$ cat src/rtl/sdh_irq_pkg.sv
package sdh_irq_pkg;
   localparam int unsigned REG_W = 32;
   localparam int unsigned ADR_W = 2;

   localparam int unsigned B_CMD  = 0;
   localparam int unsigned B_XFER = 1;
   localparam int unsigned B_DMA  = 3;
   localparam int unsigned B_WBUF = 4;
   localparam int unsigned B_RBUF = 5;
   localparam int unsigned B_ESUM = 15;
   localparam int unsigned B_TMO  = 16;
   localparam int unsigned N_EVT  = 6;

   localparam logic [REG_W-1:0] STS_MASK = 32'h0001_003B;
   localparam logic [REG_W-1:0] SIG_MASK = 32'h0001_803B;

   typedef enum logic [ADR_W-1:0] {
      A_STS = 2'd0,
      A_STE = 2'd1,
      A_SGE = 2'd2,
      A_RSV = 2'd3
   } reg_sel_t;
endpackage

$ cat src/rtl/sdh_irq_evmap.sv
module sdh_irq_evmap
   import sdh_irq_pkg::*;
#(
   parameter int unsigned W = REG_W
) (
   input  logic [N_EVT-1:0] ev_i,
   output logic [W-1:0]     vec_o
);
   localparam int unsigned POS [N_EVT] = '{B_CMD, B_XFER, B_DMA, B_WBUF, B_RBUF, B_TMO};

   generate
      if (W <= B_TMO) begin : g_bad
         $error("sdh_irq_evmap: width too small for the timeout bit");
      end
   endgenerate

   always_comb begin
      vec_o = '0;
      for (int k = 0; k < N_EVT; k++) begin
         vec_o[POS[k]] = ev_i[k];
      end
   end
endmodule

$ cat src/rtl/sdh_irq_en.sv
module sdh_irq_en #(
   parameter int unsigned   W    = 32,
   parameter logic [W-1:0]  MASK = '1
) (
   input  logic         clk,
   input  logic         rst_n,
   input  logic         we_i,
   input  logic [W-1:0] wdata_i,
   output logic [W-1:0] q_o
);
   generate
      for (genvar i = 0; i < W; i++) begin : g_bit
         if (MASK[i]) begin : g_ff
            logic b_q;
            always_ff @(posedge clk or negedge rst_n) begin
               if (!rst_n)    b_q <= 1'b0;
               else if (we_i) b_q <= wdata_i[i];
            end
            assign q_o[i] = b_q;
         end else begin : g_zero
            assign q_o[i] = 1'b0;
         end
      end
   endgenerate

   AST_EN_HOLD: assert property (@(posedge clk) disable iff (!rst_n)
      !we_i |=> $stable(q_o));
endmodule

$ cat src/rtl/sdh_irq_sts.sv
module sdh_irq_sts #(
   parameter int unsigned   W    = 32,
   parameter logic [W-1:0]  MASK = '1
) (
   input  logic         clk,
   input  logic         rst_n,
   input  logic [W-1:0] set_i,
   input  logic [W-1:0] clr_i,
   output logic [W-1:0] sts_o
);
   generate
      for (genvar i = 0; i < W; i++) begin : g_bit
         if (MASK[i]) begin : g_ff
            logic b_q;
            always_ff @(posedge clk or negedge rst_n) begin
               if (!rst_n)         b_q <= 1'b0;
               else if (set_i[i])  b_q <= 1'b1;
               else if (clr_i[i])  b_q <= 1'b0;
            end
            assign sts_o[i] = b_q;
         end else begin : g_zero
            assign sts_o[i] = 1'b0;
         end
      end
   endgenerate

   AST_CLR_TAKES: assert property (@(posedge clk) disable iff (!rst_n)
      (|(clr_i & ~set_i)) |=> ((sts_o & $past(clr_i & ~set_i)) == '0));
   AST_SET_WINS: assert property (@(posedge clk) disable iff (!rst_n)
      (|(set_i & MASK)) |=> ((sts_o & $past(set_i & MASK)) == $past(set_i & MASK)));
   AST_NO_SPURIOUS_RISE: assert property (@(posedge clk) disable iff (!rst_n)
      (set_i == '0) |=> ((sts_o & ~$past(sts_o)) == '0));
   AST_STICKY: assert property (@(posedge clk) disable iff (!rst_n)
      ((set_i == '0) && (clr_i == '0)) |=> $stable(sts_o));
endmodule

$ cat src/rtl/sdh_irq_status.sv
module sdh_irq_status
   import sdh_irq_pkg::*;
#(
   parameter int unsigned DATA_W  = REG_W,
   parameter int unsigned ADDR_W  = ADR_W,
   parameter bit          IRQ_REG = 1'b1
) (
   input  logic              clk,
   input  logic              rst_n,
   input  logic [ADDR_W-1:0] reg_addr,
   input  logic              reg_we,
   input  logic [DATA_W-1:0] reg_wdata,
   output logic [DATA_W-1:0] reg_rdata,
   input  logic              ev_cmd_done,
   input  logic              ev_xfer_done,
   input  logic              ev_dma_bndry,
   input  logic              ev_wbuf_rdy,
   input  logic              ev_rbuf_rdy,
   input  logic              ev_cmd_tmo,
   output logic              irq_o
);
   localparam int unsigned HALF = DATA_W / 2;

   generate
      if (DATA_W != REG_W) begin : g_bad_w
         $error("sdh_irq_status: DATA_W must be 32");
      end
      if (ADDR_W != ADR_W) begin : g_bad_a
         $error("sdh_irq_status: ADDR_W must be 2");
      end
   endgenerate

   logic [DATA_W-1:0] ev_vec, set_vec, clr_vec;
   logic [DATA_W-1:0] sts_raw, sts_view, ste_q, sge_q;
   logic              wr_sts, wr_ste, wr_sge, err_sum, irq_next;

   assign wr_sts = reg_we && (reg_addr == A_STS);
   assign wr_ste = reg_we && (reg_addr == A_STE);
   assign wr_sge = reg_we && (reg_addr == A_SGE);

   sdh_irq_evmap #(.W(DATA_W)) u_map (
      .ev_i  ({ev_cmd_tmo, ev_rbuf_rdy, ev_wbuf_rdy, ev_dma_bndry, ev_xfer_done, ev_cmd_done}),
      .vec_o (ev_vec)
   );

   sdh_irq_en #(.W(DATA_W), .MASK(STS_MASK)) u_ste (
      .clk(clk), .rst_n(rst_n), .we_i(wr_ste), .wdata_i(reg_wdata), .q_o(ste_q)
   );

   sdh_irq_en #(.W(DATA_W), .MASK(SIG_MASK)) u_sge (
      .clk(clk), .rst_n(rst_n), .we_i(wr_sge), .wdata_i(reg_wdata), .q_o(sge_q)
   );

   assign set_vec = ev_vec & ste_q;
   assign clr_vec = wr_sts ? reg_wdata : '0;

   sdh_irq_sts #(.W(DATA_W), .MASK(STS_MASK)) u_sts (
      .clk(clk), .rst_n(rst_n), .set_i(set_vec), .clr_i(clr_vec), .sts_o(sts_raw)
   );

   assign err_sum = |sts_raw[DATA_W-1:HALF];

   always_comb begin
      sts_view         = sts_raw;
      sts_view[B_ESUM] = err_sum;
   end

   always_comb begin
      unique case (reg_sel_t'(reg_addr))
         A_STS:   reg_rdata = sts_view;
         A_STE:   reg_rdata = ste_q;
         A_SGE:   reg_rdata = sge_q;
         default: reg_rdata = '0;
      endcase
   end

   assign irq_next = |(sts_view & sge_q);

   generate
      if (IRQ_REG) begin : g_irq_ff
         logic irq_q;
         always_ff @(posedge clk or negedge rst_n) begin
            if (!rst_n) irq_q <= 1'b0;
            else        irq_q <= irq_next;
         end
         assign irq_o = irq_q;
      end else begin : g_irq_comb
         assign irq_o = irq_next;
      end
   endgenerate

   AST_IRQ_QUIET: assert property (@(posedge clk) disable iff (!rst_n)
      (sge_q == '0) |=> !irq_o);
   AST_SUM_FALL: assert property (@(posedge clk) disable iff (!rst_n)
      $fell(sts_view[B_ESUM]) |-> $past(wr_sts));
   AST_SUM_RISE: assert property (@(posedge clk) disable iff (!rst_n)
      $rose(sts_view[B_ESUM]) |-> $past(ev_cmd_tmo && ste_q[B_TMO]));
   AST_RSV_ZERO: assert property (@(posedge clk) disable iff (!rst_n)
      (reg_addr == A_RSV) |-> (reg_rdata == '0));
endmodule

$ cat config.mk
export PLATFORM = sky130hd
export DESIGN_NAME = sdh_irq_status
export DESIGN_NICKNAME = d
export VERILOG_FILES = /design/src/rtl/sdh_irq_pkg.sv /design/src/rtl/sdh_irq_evmap.sv /design/src/rtl/sdh_irq_en.sv /design/src/rtl/sdh_irq_sts.sv /design/src/rtl/sdh_irq_status.sv
export SDC_FILE = /design/constraint.sdc
export NUM_CORES = 1
export LEC_CHECK = 0
export CORE_MARGIN = 10
export CORE_UTILIZATION = 35
export DETAILED_ROUTE_END_ITERATION = 12
export PLACE_DENSITY = 0.78
export SLEW_MARGIN = 20
export SYNTH_ARGS = -nofsm -noshare
export SYNTH_HDL_FRONTEND = slang
export SYNTH_SLANG_ARGS = --single-unit
$ cat constraint.sdc
create_clock -name clk -period 1.13 [get_ports clk]
set_input_delay 0.226 -clock clk [delete_from_list [all_inputs] [get_ports clk]]
set_output_delay 0.226 -clock clk [all_outputs]
set_load 0.02 [all_outputs]
# [After elaboration in Yosys (flattened, before gate mapping)]
# Index checks and enable logic that the tools add are counted.
# W data, S select, Z words.
[op_classes] n_addsub=0 multipliers=0 div=0 magnitude_cmp=0 n_eq_ne=2 n_shift=0 mux=14 n_bitwise=2 reduce_logical=11
[op_table] cell="$pmux W17 S3" count=1
[op_table] cell="$and A17 B17 Y17" count=2
[op_table] cell="$reduce_or A32 Y1" count=1
[op_table] cell="$mux W17" count=1
[op_table] cell="$mux W1" count=12
[op_table] cell="$reduce_bool A2 Y1" count=6
[op_table] cell="$logic_and A1 B1 Y1" count=3
[op_table] cell="$eq A2 B1 Y1 const B" count=1
[op_table] cell="$eq A2 B2 Y1 const B" count=1
[op_table] cell="$logic_not A2 Y1" count=1
[totals] regBits=20 latchBits=0 ram_bits=0 mem_bits_ro=0 elab_cells=49 mem_count=0

# [Depth between registers and ports, before layout]
# Gate-level depths: netlist of the first run.
[depth] depth_word=5 depth_mapped=3 mapped_depth_nobuf=2

# [Modules after synthesis]
# Synthesis of the first run repeated with hierarchy kept, for this count alone.
[unflattened] cells_unflattened=384 area_unflattened_um2=3080.5
[by_module_without_submodules] module="sdh_irq_status" instances=1 cells_per_inst=206 area_each_um2=1343.8 seq_area_each_um2=25.0
[by_module_without_submodules] module="sdh_irq_en (u_sge)" instances=1 cells_per_inst=48 area_each_um2=535.5 seq_area_each_um2=175.2
[by_module_without_submodules] module="sdh_irq_en (u_ste)" instances=1 cells_per_inst=46 area_each_um2=495.5 seq_area_each_um2=150.1
[by_module_without_submodules] module="sdh_irq_sts" instances=1 cells_per_inst=51 area_each_um2=461.7 seq_area_each_um2=150.1
[by_module_without_submodules] module="sdh_irq_evmap" instances=1 cells_per_inst=33 area_each_um2=244.0 seq_area_each_um2=0.0

# [Worst setup path after synthesis of the first run]
# Ideal clock, no wire load.
[synth_path] path_kind="input to output" start="input port reg_addr[1]" end="output port reg_rdata[0]" arrival_ns=0.969 required_time_ns=0.904 setup_slack_ns=-0.065 stages=3 path_buffers=1 path_cell_list="buf_2 > nor2b_1 > o2bb2ai_1"
[synth_via] elab_chain_len=2 word_cells_on_any_way=4
[synth_rtl] item="start, declared" line_no="sdh_irq_status.sv:10" text="input logic [ADDR_W-1:0] reg_addr,"
[synth_rtl] item="$eq A2 B2 Y1 (tied with other cells)" line_no="sdh_irq_status.sv:69" text="unique case (reg_sel_t'(reg_addr))"
[synth_rtl] item="$pmux W17 S3 (*)" line_no="sdh_irq_status.sv:69"
[synth_rtl] item="end, declared" line_no="sdh_irq_status.sv:13" text="output logic [DATA_W-1:0] reg_rdata,"
# Mark *: on every way between the ends. The rest lies on a longest branch, timed or not.

# [Final worst setup path of the first run]
[layout_path] start="register u_sts.g_bit[16].g_ff.b_q" end="output port reg_rdata[16]"
[layout_via] elab_chain_len=1
[layout_rtl] item="start, declared" line_no="sdh_irq_sts.sv:14" text="logic b_q;"
[layout_rtl] item="start signal, assigned" line_no="sdh_irq_sts.sv:16" text="if (!rst_n) b_q <= 1'b0;"
[layout_rtl] item="start signal, assigned" line_no="sdh_irq_sts.sv:17" text="else if (set_i[i]) b_q <= 1'b1;"
[layout_rtl] item="start signal, assigned" line_no="sdh_irq_sts.sv:18" text="else if (clr_i[i]) b_q <= 1'b0;"
[layout_rtl] item="$pmux W17 S3" line_no="sdh_irq_status.sv:69"
# Every way passes these cells.

==> metrics.yaml, run 1 <==
outcome:
  status: "complete, but fails checks"
  violations: "setup timing"
cts:
  numCtsBuffers: 3
  cts_max_level: 1
  cts_root_buf: "clkbuf_4"
  path_clk_slew_ps: 110
  ctsLongestPathBuffers: 2
  clock_latency_ps: 290
  postCtsHoldBufs: 0
  cts_sinks: 20
  cts_tree: "yes"
global_route:
  grt_pass1_wl_mm: 4.73
  gr-total-overflow: 0
  grt_pass1_vias: 979
  grt_antenna_before_repair: 0
  grt_max_degree: 21
  grtUsageTotal_pct: 9.59
critical_path:
  worstReg2RegStart: "u_sts.g_bit[1].g_ff.b_q$_DFFE_PN0P_"
  crit_fanout: 3
  worstPathArrival_ps: 1100
  cp_slowest_stage_delay_ps: 420
  cp.buffers_inverters: 1
  crit_type: "reg2out"
  crit_chain: "mux2i_1, o2bb2ai_1, buf_4"
  reg2reg_slack_ps: -20
  startpoint_type: "flip-flop"
  required_ps: 900
  cpMaxStageDelayCell: "dfrtp_1"
  rr_worst_depth: 3
  reg2reg_to: "irq_o$_DFF_PN0_"
  cp-end-kind: "output pin"
  critPathTopFamily: "flip-flops"
power_and_ir_drop:
  p_sw_share_pct: 30.7
  pwr-share-seq_pct: 45.9
  p_comb_share_pct: 36.9
  max-vdd-ir-drop_mv: 0.528
  clockPowerShare_pct: 17.3
  internal-power_mw: 1.34
  power-per-cell-area_mw_per_mm2: 1200
  switchingPower_mw: 0.592
  p_leak_nw: 0.738
sta:
  finalWorstPathRequiredPeriod_ps: 1330
  fmax_ghz: 0.754
  setup_viol: 9
  finalCritPeriodShare_pct: 117
  slew_violations: 0
  fin_skew_ps: 0.527
  rsz0062_at_grt: "yes"
  finalSetupTns_ps: -1160
  setup_slack_ps: -196
  hold_violations: 0
cells_and_area:
  antenna_cells: 0
  utilization_pct: 52.0
  stdcell_area_sq_mm: 0.00160
  fill_cells: 309
  final_nets: 198
  drive_gt1_share_pct: 39.9
  layout-area-overhead-vs-synth_pct: 41.0
routing:
  wl_per_cell_um: 15.1
  viasPerCell: 4.37
  vias: 860
  ant_nets: 0
  drt-met1-wl_mm: 1.26
  wl_met3_um: 280
  routed.top_layer: "met4"
  drt_iter0_drc: 26
  first_pass_iters: 4
  drt-total-wl_mm: 2.97
  dr_wl_met2_mm: 1.42
  drc: 0
worst_hold_path:
  hold_class: "in2async"
floorplan:
  rows: 20
  io_pins: 76
  die_w_um: 77.0
  dieArea_sq_mm: 0.00593
  start_util_pct: 36.9
  core_sq_mm: 0.00308
  die_y_um: 77.0
synthesis:
  synth_seq_cells: 20
  ys_seq_area_share_pct: 44.1
  netlist_instances: 96
  syn-cell-area_sq_mm: 0.00114
  synth_cell_types: 17
  syn_avg_cell_area_sq_um: 11.8
  yosys_warnings: 0
place:
  place_congestion: 0.777
  hpwl_mm: 2.34
  io_buffers: 25
  place_area_sq_mm: 0.00152
flow_run:
  maxCapViolations: 0
[sequential cells by signal (all words and copies together), names as in the netlist]
name,count
irq_o,1
u_sge.g_bit.g_ff.b_q,7
u_ste.g_bit.g_ff.b_q,6
u_sts.g_bit.g_ff.b_q,6
[metrics by stage]
stage / total power [mW] / hold WS (ps) / setup WS, ps / instances
2_1_floorplan: 1.27 / -69.6 / 7.27 / 120
4_1_cts: 1.91 / 248 / -220 / 192
5_1_grt: 2.06 / 271 / -291 / 197
3_5_place_dp: 1.57 / 531 / -944 / 186
6_report: 1.93 / 251 / -196 / 197
3_3_place_gp: 1.54 / 516 / -942 / 186
[layout make-up]
class	instances	area, sq um	area share [%]
flip-flops and latches	20	500	31.2
well taps	44	55.1	3.44
repair buffers	58	492	30.7
multi-input cells	72	532	33.2
clock buffers	3	22.5	1.41
[cells by family (layout without fill, tap and decap cells)]
logic type,Yosys count,count (layout),synth area share [%]
buffers and inverters,28,61,18.0
AND/OR/NAND/NOR,12,12,6.72
AO/OA/AOI/OAI,15,15,11.9
multiplexers,20,20,19.1
other,1,25,0.330
flip-flops,20,20,44.1
[synthesized netlist by cell type (all sizes together)]
library cell	number	area share, %
a221o	6	5.3
nor2	1	0.33
a222oi	1	0.88
nor2b	7	3.9
mux2i	7	6.2
nand3b	2	1.3
or3b	1	0.77
conb	1	0.33
o2bb2ai	6	4.6
clkbuf	1	0.33
buf	27	18
nand3	1	0.44
a22oi	1	0.66
mux2	13	13
dfrtp	20	44
o21ai	1	0.44
[power groups by stage]
stage                     Sequential [mW]  Combinational [mW]  Clock, mW
after floorplan                     0.892               0.381          0
after global placement              0.887               0.650          0
after detailed placement            0.894               0.671          0
after CTS                           0.882               0.673      0.350
after global routing                0.896               0.771      0.390
final                               0.884               0.710      0.333
[repair_timing]
| item | in CTS | in global routing |
|---|---|---|
| gates resized for setup | 55 | 4 |
| pin swaps | 10 | 2 |
| cloned | 1 | 0 |
| endpoints found under the setup margin | 28 | 8 |
| buffers inserted | 2 | 7 |
[worst max path at each step]
stage                                          from                                   to  cells after the start
2_1_floorplan                           reg_addr[1]  u_sts.g_bit[4].g_ff.b_q$_DFFE_PN0P_                      3
3_3_place_gp                            reg_addr[1]                         reg_rdata[3]                      4
3_5_place_dp                            reg_addr[0]                         reg_rdata[3]                      5
4_1_cts        u_sts.g_bit[16].g_ff.b_q$_DFFE_PN0P_                        reg_rdata[16]                      3
5_1_grt        u_sts.g_bit[16].g_ff.b_q$_DFFE_PN0P_                        reg_rdata[16]                      3
6_report       u_sts.g_bit[16].g_ff.b_q$_DFFE_PN0P_                        reg_rdata[16]                      3
[routing by layer]
layer / up-vias / global-route usage [%]
met1: 409 / 10.8
li1: 411 / -
met5: - / 0
met3: 2 / 3.73
met2: 38 / 16.6
met4: 0 / 2.19
[layout by cell type, fill, tap and decap left out]
master           count
buf_4               31
conb_1              25
dfrtp_1             20
clkdlybuf4s50_1     14
mux2_2              13
buf_6                8
mux2i_1              7
o2bb2ai_1            6
nor2b_1              6
a221o_1              6
buf_2                4
clkbuf_4             3
nand3b_1             2
nor2b_4              1
nor2_1               1
a222oi_1             1
o21ai_0              1
a22oi_1              1
nand3_1              1
or3b_4               1
dlygate4sd2_1        1
Power figures use the tool's default switching activity.
==> inputs of run 2 (changes only) <==
Settings changed: HOLD_SLACK_MARGIN from default to 0.1.
==> results of run 2 <==
Same layout as run 1: the final DEF is identical, and so are final timing and power.
